`config.mk`:
```
export PLATFORM = sky130hd
export DESIGN_NAME = irq_vector_ctrl
export DESIGN_NICKNAME = d
export VERILOG_FILES = /design/src/rtl/vic_pkg.sv /design/src/rtl/vic_decode.sv /design/src/rtl/vic_regs.sv /design/src/rtl/vic_ffs.sv /design/src/rtl/vic_resolve.sv /design/src/rtl/irq_vector_ctrl.sv
export SDC_FILE = /design/constraint.sdc
export NUM_CORES = 2
export LEC_CHECK = 0
export ABC_CLOCK_PERIOD_IN_PS = 2500
export BUFFER_PORTS_ARGS = -buffer_cell sky130_fd_sc_hd__buf_4
export CAP_MARGIN = 15
export CORE_MARGIN = 3
export CORE_UTILIZATION = 40
export CTS_BUF_LIST = sky130_fd_sc_hd__clkbuf_8
export CTS_CLUSTER_DIAMETER = 50
export CTS_CLUSTER_SIZE = 12
export DETAILED_ROUTE_END_ITERATION = 7
export GPL_ROUTABILITY_DRIVEN = 0
export HOLD_SLACK_MARGIN = 0.15
export REMOVE_ABC_BUFFERS = 1
export SLEW_MARGIN = 25
export SYNTH_ARGS = -nofsm -noshare
export SYNTH_HDL_FRONTEND = slang
export SYNTH_SLANG_ARGS = --single-unit
```
`constraint.sdc`:
```
create_clock -name clk -period 2.5 [get_ports clk]
set_clock_uncertainty 0.1 [all_clocks]
set_input_delay 0.125 -clock clk [delete_from_list [all_inputs] [get_ports clk]]
set_output_delay 0.125 -clock clk [all_outputs]
set_load 0.01 [all_outputs]
```
`src/rtl/vic_pkg.sv`:
```
// Package: shared constants and types for the vectored interrupt controller.
// Assumes word-wide registers and groups placed on 16-byte boundaries, so at
// most four banks fit in one group.
package vic_pkg;

    localparam int WORD_W = 32;
    localparam int ADDR_W = 10;

    // Scalar register offsets
    localparam logic [ADDR_W-1:0] OFS_VEC  = 10'h000;
    localparam logic [ADDR_W-1:0] OFS_BASE = 10'h004;
    localparam logic [ADDR_W-1:0] OFS_PROT = 10'h008;
    localparam logic [ADDR_W-1:0] OFS_NMI  = 10'h00C;

    // Banked group bases, word index taken from address bits [3:2]
    localparam logic [ADDR_W-1:0] GRP_PEND  = 10'h100;
    localparam logic [ADDR_W-1:0] GRP_FPEND = 10'h110;
    localparam logic [ADDR_W-1:0] GRP_ROUTE = 10'h120;
    localparam logic [ADDR_W-1:0] GRP_ENA   = 10'h130;
    localparam logic [ADDR_W-1:0] GRP_MASK  = 10'h140;

    typedef enum logic [3:0] {
        SEL_NONE,
        SEL_VEC,
        SEL_BASE,
        SEL_PROT,
        SEL_NMI,
        SEL_PEND,
        SEL_FPEND,
        SEL_ROUTE,
        SEL_ENA,
        SEL_MASK
    } reg_sel_e;

endpackage

```
`src/rtl/vic_decode.sv`:
```
// Module: address decoder for the register window.
// Maps a byte address to a register selector and a bank index. Addresses that
// are unaligned, outside every group, or name a bank past NUM_BANKS decode to
// SEL_NONE. Assumes NUM_BANKS <= 4.
module vic_decode
    import vic_pkg::*;
#(
    parameter int NUM_BANKS = 3
) (
    input  logic [ADDR_W-1:0] addr,
    output reg_sel_e          sel,
    output logic [1:0]        idx
);

    localparam int HI_W = ADDR_W - 4;
    localparam logic [HI_W-1:0] H_PEND  = GRP_PEND[ADDR_W-1:4];
    localparam logic [HI_W-1:0] H_FPEND = GRP_FPEND[ADDR_W-1:4];
    localparam logic [HI_W-1:0] H_ROUTE = GRP_ROUTE[ADDR_W-1:4];
    localparam logic [HI_W-1:0] H_ENA   = GRP_ENA[ADDR_W-1:4];
    localparam logic [HI_W-1:0] H_MASK  = GRP_MASK[ADDR_W-1:4];

    // Purpose: classify the address into one register selector.
    always_comb begin
        sel = SEL_NONE;
        idx = addr[3:2];
        if (addr[1:0] == 2'b00) begin
            if (addr == OFS_VEC)       sel = SEL_VEC;
            else if (addr == OFS_BASE) sel = SEL_BASE;
            else if (addr == OFS_PROT) sel = SEL_PROT;
            else if (addr == OFS_NMI)  sel = SEL_NMI;
            else if (int'(addr[3:2]) < NUM_BANKS) begin
                case (addr[ADDR_W-1:4])
                    H_PEND:  sel = SEL_PEND;
                    H_FPEND: sel = SEL_FPEND;
                    H_ROUTE: sel = SEL_ROUTE;
                    H_ENA:   sel = SEL_ENA;
                    H_MASK:  sel = SEL_MASK;
                    default: sel = SEL_NONE;
                endcase
            end
        end
    end

endmodule

```
`src/rtl/vic_regs.sv`:
```
// Module: register state of the controller.
// Holds the sampled pending words, the sticky fast-pending words, and the
// route, enable and mask words, plus the base, protect and NMI words. Pending
// follows the source levels one edge later and ignores writes. Fast-pending is
// set from routed, unmasked, high lines and cleared by write-one-to-clear.
// Assumes sel/idx come from vic_decode.
module vic_regs
    import vic_pkg::*;
#(
    parameter int NUM_BANKS = 3
) (
    input  logic                               clk,
    input  logic                               rst_n,
    input  logic [NUM_BANKS*WORD_W-1:0]        src_lvl,
    input  logic                               we,
    input  reg_sel_e                           sel,
    input  logic [1:0]                         idx,
    input  logic [WORD_W-1:0]                  wdata,
    output logic [NUM_BANKS-1:0][WORD_W-1:0]   pend,
    output logic [NUM_BANKS-1:0][WORD_W-1:0]   fpend,
    output logic [NUM_BANKS-1:0][WORD_W-1:0]   route,
    output logic [NUM_BANKS-1:0][WORD_W-1:0]   ena,
    output logic [NUM_BANKS-1:0][WORD_W-1:0]   mask,
    output logic [WORD_W-1:0]                  base,
    output logic [WORD_W-1:0]                  prot,
    output logic [WORD_W-1:0]                  nmi
);

    // Purpose: sample source levels into pending words; writes never reach here.
    always_ff @(posedge clk) begin
        if (!rst_n) pend <= '0;
        else        pend <= src_lvl;
    end

    for (genvar b = 0; b < NUM_BANKS; b++) begin : g_bank
        logic [WORD_W-1:0] src_w;
        logic [WORD_W-1:0] clr_w;
        logic [WORD_W-1:0] set_w;
        logic              hit;

        assign src_w = src_lvl[b*WORD_W +: WORD_W];
        assign hit   = we && (int'(idx) == b);
        assign clr_w = (hit && sel == SEL_FPEND) ? wdata : '0;
        assign set_w = route[b] & ~mask[b] & src_w;

        // Purpose: sticky fast-pending with write-one-to-clear, set dominant.
        always_ff @(posedge clk) begin
            if (!rst_n) fpend[b] <= '0;
            else        fpend[b] <= (fpend[b] & ~clr_w) | set_w;
        end

        // Purpose: software-written route, enable and mask words of this bank.
        always_ff @(posedge clk) begin
            if (!rst_n) begin
                route[b] <= '0;
                ena[b]   <= '0;
                mask[b]  <= '0;
            end else if (hit) begin
                if (sel == SEL_ROUTE) route[b] <= wdata;
                if (sel == SEL_ENA)   ena[b]   <= wdata;
                if (sel == SEL_MASK)  mask[b]  <= wdata;
            end
        end


        fpend_clear_chk: assert property (@(posedge clk) disable iff (!rst_n)
            (|(clr_w & ~set_w)) |=> ((fpend[b] & $past(clr_w & ~set_w)) == '0));
    end

    // Purpose: scalar words; base drops its two low bits on write.
    always_ff @(posedge clk) begin
        if (!rst_n) begin
            base <= '0;
            prot <= '0;
            nmi  <= '0;
        end else if (we) begin
            if (sel == SEL_BASE) base <= {wdata[WORD_W-1:2], 2'b00};
            if (sel == SEL_PROT) prot <= wdata;
            if (sel == SEL_NMI)  nmi  <= wdata;
        end
    end


    pend_follow_chk: assert property (@(posedge clk) disable iff (!rst_n)
        $past(rst_n) |-> (pend == $past(src_lvl)));

endmodule

```
`src/rtl/vic_ffs.sv`:
```
// Module: find-first-set on one word.
// Returns the position of the lowest set bit and a valid flag; the position
// is 0 when the word is zero.
module vic_ffs #(
    parameter int W = 32,
    localparam int IW = $clog2(W)
) (
    input  logic [W-1:0]  word,
    output logic [IW-1:0] pos,
    output logic          valid
);

    // Purpose: scan from the top so the lowest set bit is written last.
    always_comb begin
        pos = '0;
        for (int i = W - 1; i >= 0; i--) begin
            if (word[i]) pos = IW'(i);
        end
        valid = |word;
    end

endmodule

```
`src/rtl/vic_resolve.sv`:
```
// Module: output and vector resolution.
// Combines pending, mask and route into the normal and fast requests and picks
// the lowest-numbered active source as a byte-offset vector (index times 4).
// Purely combinational; assumes its inputs are registered upstream.
module vic_resolve
    import vic_pkg::*;
#(
    parameter int NUM_BANKS = 3,
    localparam int VEC_W = $clog2(NUM_BANKS * WORD_W * 4),
    localparam int IW = $clog2(WORD_W)
) (
    input  logic [NUM_BANKS-1:0][WORD_W-1:0] pend,
    input  logic [NUM_BANKS-1:0][WORD_W-1:0] route,
    input  logic [NUM_BANKS-1:0][WORD_W-1:0] mask,
    output logic                             irq,
    output logic                             fiq,
    output logic [VEC_W-1:0]                 vec
);

    logic [NUM_BANKS-1:0][WORD_W-1:0] live;
    logic [NUM_BANKS-1:0][IW-1:0]     pos;
    logic [NUM_BANKS-1:0]             valid;
    logic [NUM_BANKS-1:0]             fast;

    for (genvar b = 0; b < NUM_BANKS; b++) begin : g_bank
        assign live[b] = pend[b] & ~mask[b];
        assign fast[b] = |(live[b] & route[b]);

        vic_ffs #(.W(WORD_W)) u_ffs (
            .word  (live[b]),
            .pos   (pos[b]),
            .valid (valid[b])
        );
    end

    assign irq = |valid;
    assign fiq = |fast;

    // Purpose: first bank with a live source, from bank 0 upward, sets the vector.
    always_comb begin
        logic found;
        found = 1'b0;
        vec   = '0;
        for (int b = 0; b < NUM_BANKS; b++) begin
            if (!found && valid[b]) begin
                vec   = VEC_W'((b * WORD_W + int'(pos[b])) * 4);
                found = 1'b1;
            end
        end
    end

endmodule

```
`src/rtl/irq_vector_ctrl.sv`:
```
// Module: top of the vectored interrupt controller.
// Decodes the register port, holds state in vic_regs, resolves outputs in
// vic_resolve and muxes read data. Read data is combinational on the address;
// writes take effect at the rising edge that samples reg_we.
module irq_vector_ctrl
    import vic_pkg::*;
#(
    parameter int NUM_BANKS = 3,
    localparam int NUM_SRC = NUM_BANKS * WORD_W,
    localparam int VEC_W = $clog2(NUM_SRC * 4)
) (
    input  logic                 clk,
    input  logic                 rst_n,
    input  logic [NUM_SRC-1:0]   src_lvl,
    input  logic [ADDR_W-1:0]    reg_addr,
    input  logic                 reg_we,
    input  logic [WORD_W-1:0]    reg_wdata,
    output logic [WORD_W-1:0]    reg_rdata,
    output logic                 irq_o,
    output logic                 fiq_o
);

    reg_sel_e                         sel;
    logic [1:0]                       idx;
    logic [NUM_BANKS-1:0][WORD_W-1:0] pend, fpend, route, ena, mask;
    logic [WORD_W-1:0]                base, prot, nmi;
    logic [VEC_W-1:0]                 vec;

    vic_decode #(.NUM_BANKS(NUM_BANKS)) u_dec (
        .addr (reg_addr),
        .sel  (sel),
        .idx  (idx)
    );

    vic_regs #(.NUM_BANKS(NUM_BANKS)) u_regs (
        .clk     (clk),
        .rst_n   (rst_n),
        .src_lvl (src_lvl),
        .we      (reg_we),
        .sel     (sel),
        .idx     (idx),
        .wdata   (reg_wdata),
        .pend    (pend),
        .fpend   (fpend),
        .route   (route),
        .ena     (ena),
        .mask    (mask),
        .base    (base),
        .prot    (prot),
        .nmi     (nmi)
    );

    vic_resolve #(.NUM_BANKS(NUM_BANKS)) u_res (
        .pend  (pend),
        .route (route),
        .mask  (mask),
        .irq   (irq_o),
        .fiq   (fiq_o),
        .vec   (vec)
    );

    // Purpose: select read data; undefined offsets read zero.
    always_comb begin
        case (sel)
            SEL_VEC:   reg_rdata = WORD_W'(vec);
            SEL_BASE:  reg_rdata = base;
            SEL_PROT:  reg_rdata = prot;
            SEL_NMI:   reg_rdata = nmi;
            SEL_PEND:  reg_rdata = pend[idx];
            SEL_FPEND: reg_rdata = fpend[idx];
            SEL_ROUTE: reg_rdata = route[idx];
            SEL_ENA:   reg_rdata = ena[idx];
            SEL_MASK:  reg_rdata = mask[idx];
            default:   reg_rdata = '0;
        endcase
    end


    fiq_implies_irq_chk: assert property (@(posedge clk) disable iff (!rst_n)
        fiq_o |-> irq_o);


    idle_vector_zero_chk: assert property (@(posedge clk) disable iff (!rst_n)
        !irq_o |-> (vec == '0));


    base_align_chk: assert property (@(posedge clk) disable iff (!rst_n)
        (sel == SEL_BASE) |-> (reg_rdata[1:0] == 2'b00));


    reset_quiet_chk: assert property (@(posedge clk) disable iff (!rst_n)
        !$past(rst_n) |-> (!irq_o && !fiq_o));

endmodule

```
# After elaboration in Yosys (flattened, before gate mapping)
# Cells that the tools add are included.
dict set report totals {
  register_bits 574
  latchBits 0
  mem_bits_rw 0
  rom_bits 0
  inputBits 141
  output_inout_bits 34
  memories 0
}
dict set report op_classes {
  n_addsub 2
  n_mul 0
  div 0
  order_cmp 2
  n_eq_ne 19
  shifts 0
  mux 122
  n_bitwise 24
  reduce_logical 30
}
# operator n
set ops {}
lappend ops {{$and A32 B32 Y32} 15}
lappend ops {{$mux W5} 96}
lappend ops {{$bmux W32 S2} 5}
lappend ops {{$pmux W32 S9} 1}
lappend ops {{$mux W32} 8}
lappend ops {{$not A32 Y32} 6}
lappend ops {{$reduce_or A96 Y1} 2}
lappend ops {{$or A32 B32 Y32} 3}
lappend ops {{$reduce_or A32 Y1} 3}
lappend ops {{$eq A6 B5 Y1 const B} 5}
lappend ops {{$mux W4} 6}
lappend ops {{$reduce_and A2 Y1} 12}
lappend ops {{$eq A10 B4 Y1 const B} 2}
lappend ops {{$pmux W4 S5} 1}
lappend ops {{$mux W9} 2}
lappend ops {{$eq A4 B3 Y1 const B} 4}
lappend ops {{$eq A10 B3 Y1 const B} 1}
lappend ops {{$logic_not A10 Y1} 1}
lappend ops {{$eq A4 B2 Y1 const B} 2}
lappend ops {{$eq A4 B4 Y1 const B} 2}
lappend ops {{$logic_and A1 B1 Y1} 8}
lappend ops {{$add A6 B5 Y7 const A} 1}
lappend ops {{$add A7 B5 Y7 const A} 1}
lappend ops {{$mux W7} 1}
lappend ops {{other kinds (7)} 11}

# Depth between registers and ports, before layout
dict set report depth {
  ltp_word 38
  depth_mapped 10
  ltp_nobuf 7
}

# By module
# From an unflattened synthesis, not the netlist that was laid out.
dict set report hier_totals {
  cells_unflattened 3089
  hier_area_um2 28553.6
}
# module instances cells_per_inst area_per_inst_um2
set modules_own_cells {}
lappend modules_own_cells {vic_regs 1 2026 20916.3}
lappend modules_own_cells {irq_vector_ctrl 1 632 4944.7}
lappend modules_own_cells {vic_resolve 1 212 1388.8}
lappend modules_own_cells {vic_ffs 3 65 385.4}
lappend modules_own_cells {vic_decode 1 24 147.6}

# Worst setup path before layout
# OpenSTA, ideal clock, no wires.
dict set report synth_timing {
  kind {reg-to-output}
  start {register u_regs.pend[7] (netlist bit)}
  end {output port reg_rdata[4]}
  t_arrival_ns 2.059
  required_ns 2.275
  path_slack_ns 0.216
  stages_incl_launch_ff 8
  path_buffers 0
  path_cell_list {dfxtp_1 -> nor2b_1 -> nor4_2 -> nand4_2 -> nor4_4 -> and2b_4 -> nand2_1 -> o41ai_2}
}
dict set report synth_via {
  elab_chain_cells 13
  word_cells_on_any_way 20
  classes_between {mux: 14; bitwise: 1; reduce/logical: 5}
}
# item line_no
set synth_lines {}
lappend synth_lines {{start, declared} vic_regs.sv:19} ;# output logic [NUM_BANKS-1:0][WORD_W-1:0] pend,
lappend synth_lines {{start signal, assigned} vic_regs.sv:32} ;# else pend <= src_lvl;
lappend synth_lines {{$and A32 B32 Y32 *} vic_resolve.sv:26} ;# assign live[b] = pend[b] & ~mask[b];
lappend synth_lines {{$mux W5 (8 in series)} vic_ffs.sv:17} ;# if (word[i]) pos = IW'(i);
lappend synth_lines {{$mux W7} vic_resolve.sv:45} ;# if (!found && valid[b]) begin
lappend synth_lines {{$mux W9} vic_resolve.sv:45}
lappend synth_lines {{$mux W9 *} vic_resolve.sv:45}
lappend synth_lines {{$pmux W32 S9 *} irq_vector_ctrl.sv:64} ;# case (sel)
lappend synth_lines {{end, declared} irq_vector_ctrl.sv:18} ;# output logic [WORD_W-1:0] reg_rdata,
# Mark *: on every way between the ends. The rest lies on a longest branch, timed or not.

# Worst setup path in the final report
dict set report layout_timing {
  start {register u_regs.pend[81] (netlist bit)}
  end {output port reg_rdata[2]}
}
dict set report layout_via {
  elab_chain_cells 22
  word_cells_on_any_way 24
  classes_between {add/sub: 1; mux: 20; bitwise: 1; reduce/logical: 2}
}
# item line_no
set layout_lines {}
lappend layout_lines {{$and A32 B32 Y32 *} vic_resolve.sv:26}
lappend layout_lines {{$mux W5 (18 in series)} vic_ffs.sv:17}
lappend layout_lines {{$add A7 B5 Y7} vic_resolve.sv:46} ;# vec = VEC_W'((b * WORD_W + int'(pos[b])) * 4);
lappend layout_lines {{$mux W9 *} vic_resolve.sv:45}
lappend layout_lines {{$pmux W32 S9 *} irq_vector_ctrl.sv:64}
# Marks and branches as above.

==> reports/qor.yml <==
outcome:
  outcome: "complete, but fails checks"
  violations: "negative setup slack"
timing:
  slew_headroom: 0.469
  tns_ns: -5.85
  finalMaxSlewViolations: 0
  tightest_slew_ns: 0.795
  min_period_ns: 3.36
  fmax_ghz: 0.298
  finalSetupViolCount: 9
  post-route-period-util: 1.34
  rsz0062_at_grt: "true"
  layout_setup_ws_ns: -0.858
  whs_ns: 0.177
  final-hold-violation-count: 0
clocking:
  clockRootBuffer: "clkbuf_8"
  cts_tree: "built"
  cts_sinks: 574
  cts_buffers: 73
  insertion_delay_ns: 0.72
  path_clk_slew_ns: 0.08
  cts_htree_levels: 3
  clockBufferDepth: 3
logic_synthesis:
  netlist.top_cell.by_area: "dfxtp_1"
  synth_top_flop_cell: "dfxtp_1"
  netlist.area_leader.share: 0.401
  synth.most_common_cell: "nand2_1"
  synth_cell_types: 74
  yosys-top-cells-count: "999 x nand2_1, 574 x dfxtp_1, 308 x a21boi_0"
  netlist_area_sq_um: 28700
  yosysSeqAreaShare: 0.401
  synth_area_leaders: "dfxtp_1 40%, nand2_1 13%, a21boi_0 8.1%"
  yosys_register_bits: 574
  yosys_warnings: 0
  async_reset_ff_frac: 0
  syn_inst: 3568
  synth_edf_count: 0
  avgSynthCellArea_sq_um: 8.04
grt:
  globalRouteOverflowTotal: 0
  grt_start_max_net_pins: 78
  grt_pass1_wl_mm: 184
  grt_usage: 0.325
  grt_pass1_vias: 28547
  antenna_found_initial: 2
power_and_ir_drop:
  peakVddDrop_mv: 0.439
  power.leakage_uw: 0.0149
  powerDensity_nw_per_um2: 492
critical_path:
  path_class: "flip-flop to output port"
  cp.arrival_ns: 3.13
  path_max_fanout: 3
  critPathLaunchType: "flip-flop"
  required_ns: 2.28
  cp-end-kind: "output port"
routing:
  wire_per_inst_microns: 23.5
  drc_errors: 0
  viasPerCell: 5.66
  drtIter0Drc: 3510
  vias: 29976
  wirelength_mm: 125
  antenna_left: 0
  first_pass_iters: 6
floorplan:
  initial_core_util: 0.407
  rows: 97
  core_sq_um: 70500
  die_w_microns: 274
  pin_count: 175
  die_area_sq_um: 74900
  die_h_microns: 274
job:
  cap_violations: 0
min_path:
  hp-class: "input pin to flip-flop"
finish:
  final_core_util: 0.563
  fin_cells: 5293
  layout.nets: 4444
  design_area_sq_um: 39700
  fill_cells: 6341
  drive_gt1_frac: 0.219
  areaGrowthSynthToFinish_pct: 38.5
place:
  post_dp_cell_area_sq_um: 34000
  hpwl_mm: 86.0
  placed_cells: 4839
  port_buffers: 174
==> metrics by stage <==
stage	setup slack, ns	total power [uW]
after floorplan	-5.94	10100
after global placement	-0.410	11300
after detailed placement	-0.400	11300
after CTS	-0.916	19500
after global routing	-0.937	20100
final	-0.858	19600
==> report_power, final <==
part | switching, uW | internal, uW | leakage, uW
Clock | 4000 | 3870 | 0.000812
Combinational | 1230 | 1190 | 0.00944
Sequential | 47.1 | 9220 | 0.00466
==> flip-flops by register name (all words and copies together) (netlist names) <==
register      flops
u_regs.base      30
u_regs.nmi       32
u_regs.ena       96
u_regs.route     96
u_regs.mask      96
u_regs.pend      96
u_regs.prot      32
u_regs.fpend     96
==> placed cells by master (no fill, tap or decap), types with 12 or more instances in the layout <==
cell           Yosys  layout
nor3_1            15      13
buf_4              0     539
o221ai_1          24      19
a222oi_1          26      26
nand3_1           23      15
buf_6              0      28
o211ai_1          30      30
inv_1             23      30
mux2i_1          163     156
a32o_1            12      12
clkbuf_8           0      76
dfxtp_2            0      28
nand2_1          999     997
a21oi_1           73      71
nor2_1           118     105
nand4_1           13      13
buf_12             0      48
nor2b_1          247     211
o21ai_0          113     106
a22oi_1           98      88
a22o_1            32      32
nand2b_1          32      30
dlygate4sd3_1      0     315
nor2b_2            0      16
dfxtp_1          574     545
a32oi_1           21      19
a21boi_1          74      74
a21boi_0         308     308
and2_1            98      98
a211oi_1          22      21
mux2_2            30      30
nor2b_4            0      20
==> layout make-up <==
cell class | count | area (sq um) | area share
sequential | 574 | 11500 | 0.290
antenna | 2 | 5.00 | 0.000126
multi-input combinational | 2699 | 16800 | 0.424
tap | 940 | 1180 | 0.0296
inverter | 23 | 86.3 | 0.00217
clock inverter | 47 | 531 | 0.0134
clock buffer | 76 | 1050 | 0.0263
timing repair buffer | 932 | 8510 | 0.214
==> routing by layer <==
metal	share of wire	up-vias	global-route usage
li1	-	13736	-
met1	0.42	14444	0.440
met2	0.45	1490	0.516
met3	0.088	306	0.0557
met4	0.043	0	0.126
met5	0	-	0
==> final timing paths <==
kind	from	endpoint	slack [ns]	cells past startpoint
setup / recovery	u_regs.pend[81]	reg_rdata[2]	-0.86	10
hold / removal	src_lvl[16]	u_regs.fpend[16]	0.18	4
setup reg to reg	u_regs.mask[90]	u_regs.fpend[90]	0.67	5
hold reg to reg	u_regs.ena[95]	u_regs.ena[95]	0.36	2
==> critical path, cell delays in order (launching register included) <==
cell and delay, ns:
dfxtp_2 0.32, or2b_4 0.21, nand4_4 0.09, or4_4 0.50
nor4_4 0.29, and2b_4 0.25, buf_6 0.13, o2111a_1 0.14
o31ai_4 0.25, buf_6 0.15, buf_6 0.09
==> cell families (layout without fill, tap and decap cells) <==
group	count (synthesis)	in the layout	share of synthesized area
and+or+nand+nor	1613	1613	0.262
AOI/OAI and AO/OA	892	892	0.226
DFF	574	574	0.401
buffers and inverters	295	1078	0.0417
muxes	193	193	0.0687
xor gates and xnor gates	1	1	0.000305
other	0	2	0
==> repair_timing <==
item / CTS / global route
buffers inserted: 7 / 13
pin swaps: 32 / 47
setup endpoints to repair: 12 / 24
gates resized for setup: 96 / 112
hold buffers: 315 / 0
gates cloned: 0 / 0
endpoints found under the hold margin: 574 / 0
No activity file was read; power rests on OpenSTA's default activity.
